===== src/rtl/flt_pkg.sv =====
package flt_pkg;
  function automatic int regs_for(input int n_inputs, input int reg_w);
    return (n_inputs + reg_w - 1) / reg_w;
  endfunction

  function automatic int addr_bits(input int n_regs);
    return (n_regs > 1) ? $clog2(n_regs) : 1;
  endfunction

  function automatic int live_bits(input int n_inputs, input int reg_w, input int idx);
    int rem;
    rem = n_inputs - idx * reg_w;
    if (rem > reg_w) return reg_w;
    if (rem < 0) return 0;
    return rem;
  endfunction
endpackage


===== src/rtl/flt_reg_slice.sv =====
module flt_reg_slice #(
  parameter int REG_W = 8,
  parameter int LIVE  = 8
) (
  input  logic             clk,
  input  logic             rst,
  input  logic             cap_en,
  input  logic [REG_W-1:0] hit,
  input  logic             clr_we,
  input  logic [REG_W-1:0] clr_mask,
  output logic [REG_W-1:0] bits,
  output logic [REG_W-1:0] bits_nxt
);
  for (genvar b = 0; b < REG_W; b++) begin : g_bit
    if (b < LIVE) begin : g_live
      logic q;
      logic d;
      always_comb begin
        if (cap_en && hit[b])          d = 1'b1;
        else if (clr_we && clr_mask[b]) d = 1'b0;
        else                           d = q;
      end
      always_ff @(posedge clk) begin
        if (rst) q <= 1'b0;
        else     q <= d;
      end
      assign bits[b]     = q;
      assign bits_nxt[b] = d;
    end else begin : g_pad
      assign bits[b]     = 1'b0;
      assign bits_nxt[b] = 1'b0;
    end
  end
endmodule


===== src/rtl/flt_read_port.sv =====
module flt_read_port #(
  parameter int REG_W    = 8,
  parameter int NUM_REGS = 2,
  parameter int ADDR_W   = 1
) (
  input  logic                      clk,
  input  logic                      rst,
  input  logic                      rd,
  input  logic [ADDR_W-1:0]         addr,
  input  logic [NUM_REGS*REG_W-1:0] flat,
  output logic [REG_W-1:0]          rdata
);
  logic [REG_W-1:0] sel;

  always_comb begin
    sel = '0;
    for (int r = 0; r < NUM_REGS; r++) begin
      if (int'(addr) == r) sel = flat[r*REG_W +: REG_W];
    end
  end

  always_ff @(posedge clk) begin
    if (rst)     rdata <= '0;
    else if (rd) rdata <= sel;
  end
endmodule


===== src/rtl/flt_summary.sv =====
module flt_summary #(
  parameter int WIDTH = 16
) (
  input  logic             clk,
  input  logic             rst,
  input  logic [WIDTH-1:0] nxt,
  output logic             any
);
  always_ff @(posedge clk) begin
    if (rst) any <= 1'b0;
    else     any <= |nxt;
  end
endmodule


===== src/rtl/flt_capture_latch.sv =====
module flt_capture_latch #(
  parameter int NUM_INPUTS = 12,
  parameter int REG_W      = 8,
  parameter int NUM_REGS   = flt_pkg::regs_for(NUM_INPUTS, REG_W),
  parameter int ADDR_W     = flt_pkg::addr_bits(NUM_REGS)
) (
  input  logic                  clk,
  input  logic                  rst,
  input  logic                  capture_en,
  input  logic [NUM_INPUTS-1:0] fault_strobe,
  input  logic                  host_wr,
  input  logic                  host_rd,
  input  logic [ADDR_W-1:0]     host_addr,
  input  logic [REG_W-1:0]      host_wdata,
  output logic [REG_W-1:0]      host_rdata,
  output logic                  any_fault
);
  localparam int TOTAL = NUM_REGS * REG_W;

  logic [TOTAL-1:0] hit_pad;
  logic [TOTAL-1:0] latched;
  logic [TOTAL-1:0] latched_nxt;

  always_comb begin
    hit_pad = '0;
    hit_pad[NUM_INPUTS-1:0] = fault_strobe;
  end

  for (genvar r = 0; r < NUM_REGS; r++) begin : g_reg
    localparam int LIVE = flt_pkg::live_bits(NUM_INPUTS, REG_W, r);
    logic clr_we;
    assign clr_we = host_wr && (int'(host_addr) == r);

    flt_reg_slice #(.REG_W(REG_W), .LIVE(LIVE)) u_slice (
      .clk      (clk),
      .rst      (rst),
      .cap_en   (capture_en),
      .hit      (hit_pad[r*REG_W +: REG_W]),
      .clr_we   (clr_we),
      .clr_mask (host_wdata),
      .bits     (latched[r*REG_W +: REG_W]),
      .bits_nxt (latched_nxt[r*REG_W +: REG_W])
    );
  end

  flt_read_port #(.REG_W(REG_W), .NUM_REGS(NUM_REGS), .ADDR_W(ADDR_W)) u_rd (
    .clk   (clk),
    .rst   (rst),
    .rd    (host_rd),
    .addr  (host_addr),
    .flat  (latched),
    .rdata (host_rdata)
  );

  flt_summary #(.WIDTH(TOTAL)) u_sum (
    .clk (clk),
    .rst (rst),
    .nxt (latched_nxt),
    .any (any_fault)
  );
endmodule


===== config.mk =====
export PLATFORM = sky130hd
export DESIGN_NAME = flt_capture_latch
export DESIGN_NICKNAME = d
export VERILOG_FILES = /design/src/rtl/flt_pkg.sv /design/src/rtl/flt_reg_slice.sv /design/src/rtl/flt_read_port.sv /design/src/rtl/flt_summary.sv /design/src/rtl/flt_capture_latch.sv
export SDC_FILE = /design/constraint.sdc
export NUM_CORES = 1
export LEC_CHECK = 0
export CAP_MARGIN = 5
export CORE_AREA = 5 5 51 53
export DETAILED_ROUTE_END_ITERATION = 16
export DIE_AREA = 0 0 56 58
export PLACE_DENSITY = 0.85
export REMOVE_ABC_BUFFERS = 1
export SLEW_MARGIN = 20
export SYNTH_ARGS = -nofsm -noshare
export SYNTH_HDL_FRONTEND = slang
export SYNTH_SLANG_ARGS = --single-unit

===== constraint.sdc =====
create_clock -name clk -period 2.9 [get_ports clk]
set_input_delay 0.29 -clock clk [delete_from_list [all_inputs] [get_ports clk]]
set_output_delay 0.29 -clock clk [all_outputs]
set_load 0.05 [all_outputs]

==> metrics.yaml, run 1 <==
clock_tree:
  worstSkewPairLatency_ns: 0.30
  cts_buffers: 3
  cts.sinks: 21
  cts-root-buf: "clkbuf_4"
  clk_pin_slew_ns: 0.12
  clk_path_buf_depth: 2
  cts_tree: "yes"
  cts_hold_buf: 0
  post-cts-setup-buffers: 0
  cts_resized: 0
  htreeDepth: 1
outcome:
  outcome: "finished clean"
synthesis:
  synth_area_um2: 885
  yosysTopAreaCell: "dfxtp_1"
  seq_area_frac_synth: 0.475
  synth_cell_types: 19
  synth_area_leaders: "dfxtp_1 (48%), nor2_1 (8.5%), a22oi_1 (7.6%)"
  ys_warn_count: 0
  synth.top_cell.area_share: 0.475
  avgSynthCellArea_um2: 9.51
  ys_ff_latch: 21
  syn_inst: 93
floorplanning:
  num_io_pins: 35
  num_rows: 17
  fp.dieH_um: 58
  die-area_um2: 3250
  start_util: 0.420
  dieWidth_um: 56
  core_area_um2: 2110
detailed_routing:
  dr.pass1.iters: 4
  drc: 0
  drtIter0Drc: 19
  vias: 802
  drt_wl_total_um: 2310
  vias_per_cell: 5.24
  postRouteAntennaNets: 0
  drt-wirelength-per-cell_um: 15.1
global_route:
  antenna_found_initial: 0
  gr-total-overflow: 0
  grt_max_degree: 22
  grt_pass1_wl_um: 3590
  grt_pass1_vias: 790
  grtUsageTotal: 0.141
setup_path:
  cp_max_fo: 17
  r2r_setup_slack_ns: 1.77
  cp_slowest_stage_delay_ns: 0.74
  critical_path_class: "in -> reg"
  end_kind: "flip-flop"
  critical-path-slowest-cell: "clkdlybuf4s50_1"
  reg2reg_to: "u_sum.any$_SDFF_PP0_"
  reg2reg_depth: 3
  crit_arrival_ns: 2.06
  startpoint_type: "primary input"
  cpLargestDelayFamily: "buffers and inverters"
  critPathBufInv: 1
  r2r-start: "g_reg[0].u_slice.g_bit[7].g_live.q$_SDFF_PP0_"
  critical_path.cell_chain: "clkdlybuf4s50_1 > nand3b_1 > a22oi_1 > nand4_1 > o31a_1"
  required_ns: 3.11
timing:
  finalSetupTns_ns: 0
  tightest_slew_ns: 0.754
  setup_viol: 0
  period_share: 0.638
  finalHoldViolations: 0
  hold-worst-slack_ns: 0.492
  drv_slew: 0
  slew_headroom: 0.496
  max_freq_ghz: 0.540
  finClkSkew_ns: 0.00883
  period_minus_slack_ns: 1.85
  rsz0062_at_grt: "no"
cells_and_area:
  multiInputGateArea_um2: 422
  num-nets-final: 152
  ff_latch_area_um2: 420
  antenna_cells: 0
  fillers: 175
  drive_above_1_share: 0.0800
  area_growth_syn_to_layout_pct: 41.2
power:
  clkPwrFrac: 0.238
  ir_worst_vdd_v: 0.000260
  switching_share: 0.276
  p_per_area_nw_per_um2: 463
  power_frac_seq: 0.543
  combPwrFrac: 0.219
  p_leak_nw: 0.459
  switching_power_mw: 0.159
  p_int_mw: 0.419
hold_path:
  min_path_cells: 2
  worstHoldEndpoint: "u_rd.rdata[0]$_SDFFE_PP0P_"
  worst_hold_path_type: "reg -> reg"
  min_from: "u_rd.rdata[0]$_SDFFE_PP0P_"
place:
  dp_hpwl_um: 1690
  portBuffers: 34
  gp_congestion: 0.729
run:
  timing.max_cap.violations: 0
synth_stat cells:
library cell and count:
o31a_1 1, and2b_2 1, a211oi_1 4, buf_1 1, a22oi_1 9, clkbuf_1 2, nor2b_1 4, dfxtp_1 21
a21oi_1 4, buf_2 1, inv_1 1, nor2_1 20, mux2i_1 4, nand3b_1 8, nand3_2 2, buf_6 2
nand4_1 3, nand3_1 2, a22oi_2 3
cell type report:
class / count / area share
Multi-Input combinational cell: 65 / 0.338
Tap cell: 28 / 0.0281
Clock buffer: 3 / 0.0180
Sequential cell: 21 / 0.337
Timing Repair Buffer: 34 / 0.273
Clock inverter: 1 / 0.00401
Inverter: 1 / 0.00301
cells in the final DEF, fill, tap and decap left out, drive strengths merged:
master / instances
clkbuf: 3
nand3b: 8
nor2: 20
nand4: 3
nand3: 4
dfxtp: 21
mux2i: 4
o31a: 1
a211oi: 4
and2b: 1
clkinv: 1
a21oi: 4
inv: 1
clkdlybuf4s50: 34
a22oi: 12
nor2b: 4
per-stage QoR:
| step | cells | area (um^2) | utilization | setup WS [ns] | total power [mW] |
|---|---|---|---|---|---|
| 2_1_floorplan | 87 | 846 | - | 1.80 | 0.376 |
| 6_report | 153 | 1250 | 0.593 | 1.05 | 0.578 |
| 4_1_cts | 153 | 1250 | 0.593 | 1.07 | 0.583 |
| 3_5_place_dp | 149 | 1220 | 0.580 | 0.759 | 0.447 |
| 5_1_grt | 153 | 1250 | 0.593 | 0.970 | 0.606 |
| 3_3_place_gp | 149 | 1220 | 0.580 | 0.810 | 0.443 |
layer usage:
metal,global-route usage,share of wire
met1,0.154,0.42
met2,0.250,0.52
met3,0.0445,0.067
met4,0.0610,0
met5,0,0
power by group through the flow:
stage                     clock network [mW]  logic, mW  registers [mW]
after global placement                     0      0.124           0.320
after CTS                              0.142      0.127           0.314
after global routing                   0.156      0.135           0.316
after floorplan                            0     0.0373           0.339
after detailed placement                   0      0.126           0.321
final                                  0.137      0.127           0.314
cell families after synthesis:
group / Yosys count / share of synthesized area
AO/OA/AOI/OAI: 21 / 0.185
AND/OR/NAND/NOR: 40 / 0.246
buffers and inverters: 7 / 0.0481
multiplexers: 4 / 0.0453
flip-flops: 21 / 0.475
state kept, by name, indices dropped and copies added (netlist names):
register,flops
u_sum.any,1
u_rd.rdata,8
g.u_slice.g_bit.g_live.q,12
worst min-delay path, stage by stage (launching register included):
cell and delay (ns):
dfxtp_1 0.32, nor2_1 0.08, a211oi_1 0.05
worst max-delay path by stage:
| stage | startpoint | end | slack (ns) | depth (start not counted) |
|---|---|---|---|---|
| final | host_addr | u_sum.any$_SDFF_PP0_ | 1.05 | 5 |
| after global routing | host_addr | u_sum.any$_SDFF_PP0_ | 0.97 | 5 |
| after CTS | host_addr | u_sum.any$_SDFF_PP0_ | 1.07 | 5 |
| after detailed placement | host_addr | u_sum.any$_SDFF_PP0_ | 0.76 | 5 |
| after global placement | host_addr | u_sum.any$_SDFF_PP0_ | 0.81 | 5 |
| after floorplan | host_addr | u_sum.any$_SDFF_PP0_ | 1.80 | 4 |
Power figures use the tool's default switching activity.
==> inputs of run 2 (changes only) <==
--- a/config.mk
+++ b/config.mk
@@ -6,10 +6,10 @@
 export NUM_CORES = 1
 export LEC_CHECK = 0
 export CAP_MARGIN = 5
-export CORE_AREA = 5 5 51 53
+export CORE_AREA = 5 5 52 54
 export DETAILED_ROUTE_END_ITERATION = 16
-export DIE_AREA = 0 0 56 58
-export PLACE_DENSITY = 0.85
+export DIE_AREA = 0 0 57 59
+export PLACE_DENSITY = 0.82
 export REMOVE_ABC_BUFFERS = 1
 export SLEW_MARGIN = 20
 export SYNTH_ARGS = -nofsm -noshare
==> constraint.sdc (replaced) <==
create_clock -name clk -period 1.8 [get_ports clk]
set_input_delay 0.18 -clock clk [delete_from_list [all_inputs] [get_ports clk]]
set_output_delay 0.18 -clock clk [all_outputs]
set_load 0.05 [all_outputs]
==> run 2 against run 1 <==
Net effect: count of clock-buffer cells in the layout up 1; setup slack lost 0.89 ns; register-to-register slack lost 1.1 ns; cell count rose by 3.9%; sequential power is 61% higher; die area increased by 3.5%; design area up 3.5%; first-iteration DRC count fell by 47%; sequential share of layout area shrank 1.1 points; total power rose by 62%; wire length increased by 0.22%.
==> metrics.yaml, run 2 (synthesis results as in run 1) <==
power:
  p_leak_nw: 0.485  # was 0.459 nW
  ir_worst_vdd_v: 0.000627  # was 0.000260 V
  p_per_area_nw_per_um2: 726  # was 463 nW/um^2
  total_power_mw: 0.938  # was 0.578 mW
global_route:
  grt_pass1_wl_um: 3900  # was 3590 um
  grtUsageTotal: 0.147  # was 0.141
  gr-total-overflow: 0  # unchanged
  antenna_found_initial: 0  # unchanged
  grt_pass1_vias: 907  # was 790
  grt_max_degree: 22  # unchanged
setup_path:
  critPathBufInv: 1  # unchanged
  crit_arrival_ns: 1.46  # was 2.06 ns
  critical_path.cell_chain: "clkdlybuf4s50_1"  # was clkdlybuf4s50_1 > nand3b_1 > a22oi_1 > nand4_1 > o31a_1
  cp_slowest_stage_delay_ns: 0.81  # was 0.74 ns
  cpLargestDelayFamily: "buffers and inverters"  # unchanged
  critical-path-slowest-cell: "clkdlybuf4s50_1"  # unchanged
  critical_path_class: "reg -> out"  # was in -> reg
  required_ns: 1.62  # was 3.11 ns
  cp_max_fo: 2  # was 17
  startpoint_type: "flip-flop"  # was primary input
  end_kind: "primary output"  # was flip-flop
clock_tree:
  cts_buffers: 3  # unchanged
  cts.sinks: 21  # unchanged
  post-cts-setup-buffers: 0  # unchanged
  worstSkewPairLatency_ns: 0.30  # about the same
  clk_path_buf_depth: 2  # unchanged
  cts_hold_buf: 0  # unchanged
  htreeDepth: 1  # unchanged
  cts_tree: "yes"  # unchanged
  clk_pin_slew_ns: 0.11  # was 0.12 ns
  cts-root-buf: "clkbuf_4"  # unchanged
  cts_resized: 0  # unchanged
cells_and_area:
  fin_area_um2: 1290  # was 1250 um^2
  layout_commonest_cell: "clkdlybuf4s50_1"  # unchanged
  largestRegisters: "g.u_slice.g_bit.g_live.q (12), u_rd.rdata (8), u_sum.any (1)"  # unchanged
  num-nets-final: 158  # was 152
  fillers: 198  # was 175
  drive_above_1_share: 0.115  # was 0.0800
  layout_common_cells: "clkdlybuf4s50_1 (34), dfxtp_1 (21), nor2_1 (20), a22oi_1 (9), nand3b_1 (8)"  # unchanged
  ff_latch_area_um2: 420  # unchanged
  multiInputGateArea_um2: 422  # unchanged
  area_growth_syn_to_layout_pct: 46.1  # was 41.2%
  top_register: "g.u_slice.g_bit.g_live.q"  # unchanged
  antenna_cells: 0  # unchanged
  largest_reg_flops: 12  # unchanged
floorplanning:
  fp.dieH_um: 59  # was 58 um
  core_area_um2: 2170  # was 2110 um^2
  start_util: 0.408  # was 0.420
  num_io_pins: 35  # unchanged
  dieWidth_um: 57  # was 56 um
  num_rows: 17  # unchanged
  die-area_um2: 3360  # was 3250 um^2
detailed_routing:
  vias: 838  # was 802
  drtIter0Drc: 10  # was 19
  drc: 0  # unchanged
  drt_wl_total_um: 2310  # about the same
  postRouteAntennaNets: 0  # unchanged
  dr.pass1.iters: 4  # unchanged
  drt-wirelength-per-cell_um: 14.5  # was 15.1 um
  vias_per_cell: 5.27  # was 5.24
timing:
  finClkSkew_ns: 0.00259  # was 0.00883 ns
  setup_viol: 0  # unchanged
  hold-worst-slack_ns: 0.489  # was 0.492 ns
  period_share: 0.911
  max_freq_ghz: 0.610
  period_minus_slack_ns: 1.64
  finalHoldViolations: 0  # unchanged
  rsz0062_at_grt: "no"  # unchanged
  tightest_slew_ns: 0.503  # was 0.754 ns
  slew_headroom: 0.664  # was 0.496
  finalSetupTns_ns: 0  # unchanged
  drv_slew: 0  # unchanged
hold_path:
  worst_hold_path_type: "reg -> reg"  # unchanged
outcome:
  outcome: "finished clean"  # unchanged
run:
  timing.max_cap.violations: 0  # unchanged
place:
  gp_congestion: 0.868  # was 0.729
  dp_hpwl_um: 1840  # was 1690 um
  portBuffers: 34  # unchanged
  placed_area_um2: 1270  # was 1220 um^2
## run 2: changes by cell type in the layout (fill, tap and decap cells not counted)
cell / change
clkinv_2: -1
clkbuf_1: +1
buf_4: +6
## run 2: cell type report
cell class | instances | area share
clock buffer | 4 | 0.0203
inverter | 1 | 0.00290
multi-input combinational | 65 | 0.326
sequential | 21 | 0.325
tap | 28 | 0.0271
timing repair buffer | 40 | 0.298
## run 2: path summary, 6_finish.rpt
check	cells past startpoint	startpoint	end	slack, ns
worst max register to register	3	g_reg[0].u_slice.g_bit[3].g_live.q$_SDFF_PP0_	u_sum.any$_SDFF_PP0_	0.67
worst min register to register	2	u_rd.rdata[2]$_SDFFE_PP0P_	u_rd.rdata[2]$_SDFFE_PP0P_	0.49
worst min-delay path	2	u_rd.rdata[2]$_SDFFE_PP0P_	u_rd.rdata[2]$_SDFFE_PP0P_	0.49
worst max-delay path	1	u_rd.rdata[1]$_SDFFE_PP0P_	host_rdata[1]	0.16
## run 2: metrics by stage
step                      setup WS [ns]  instances   util
after floorplan                   0.810         87      -
after global placement            0.101        155  0.584
after detailed placement         0.0459        155  0.584
after CTS                         0.141        159  0.596
after global routing             0.0946        159  0.596
final                             0.160        159  0.596
## run 2: where the power goes
part           switching [mW]  internal, mW  total, mW
Sequential             0.0149         0.492      0.507
Clock                   0.132        0.0863      0.218
Combinational           0.105         0.108      0.213
## run 2: per-layer routing
layer,GRT usage,wire [um]
met4,0.0563,44
met3,0.0458,157
met2,0.261,1150
met5,0,0
met1,0.163,957
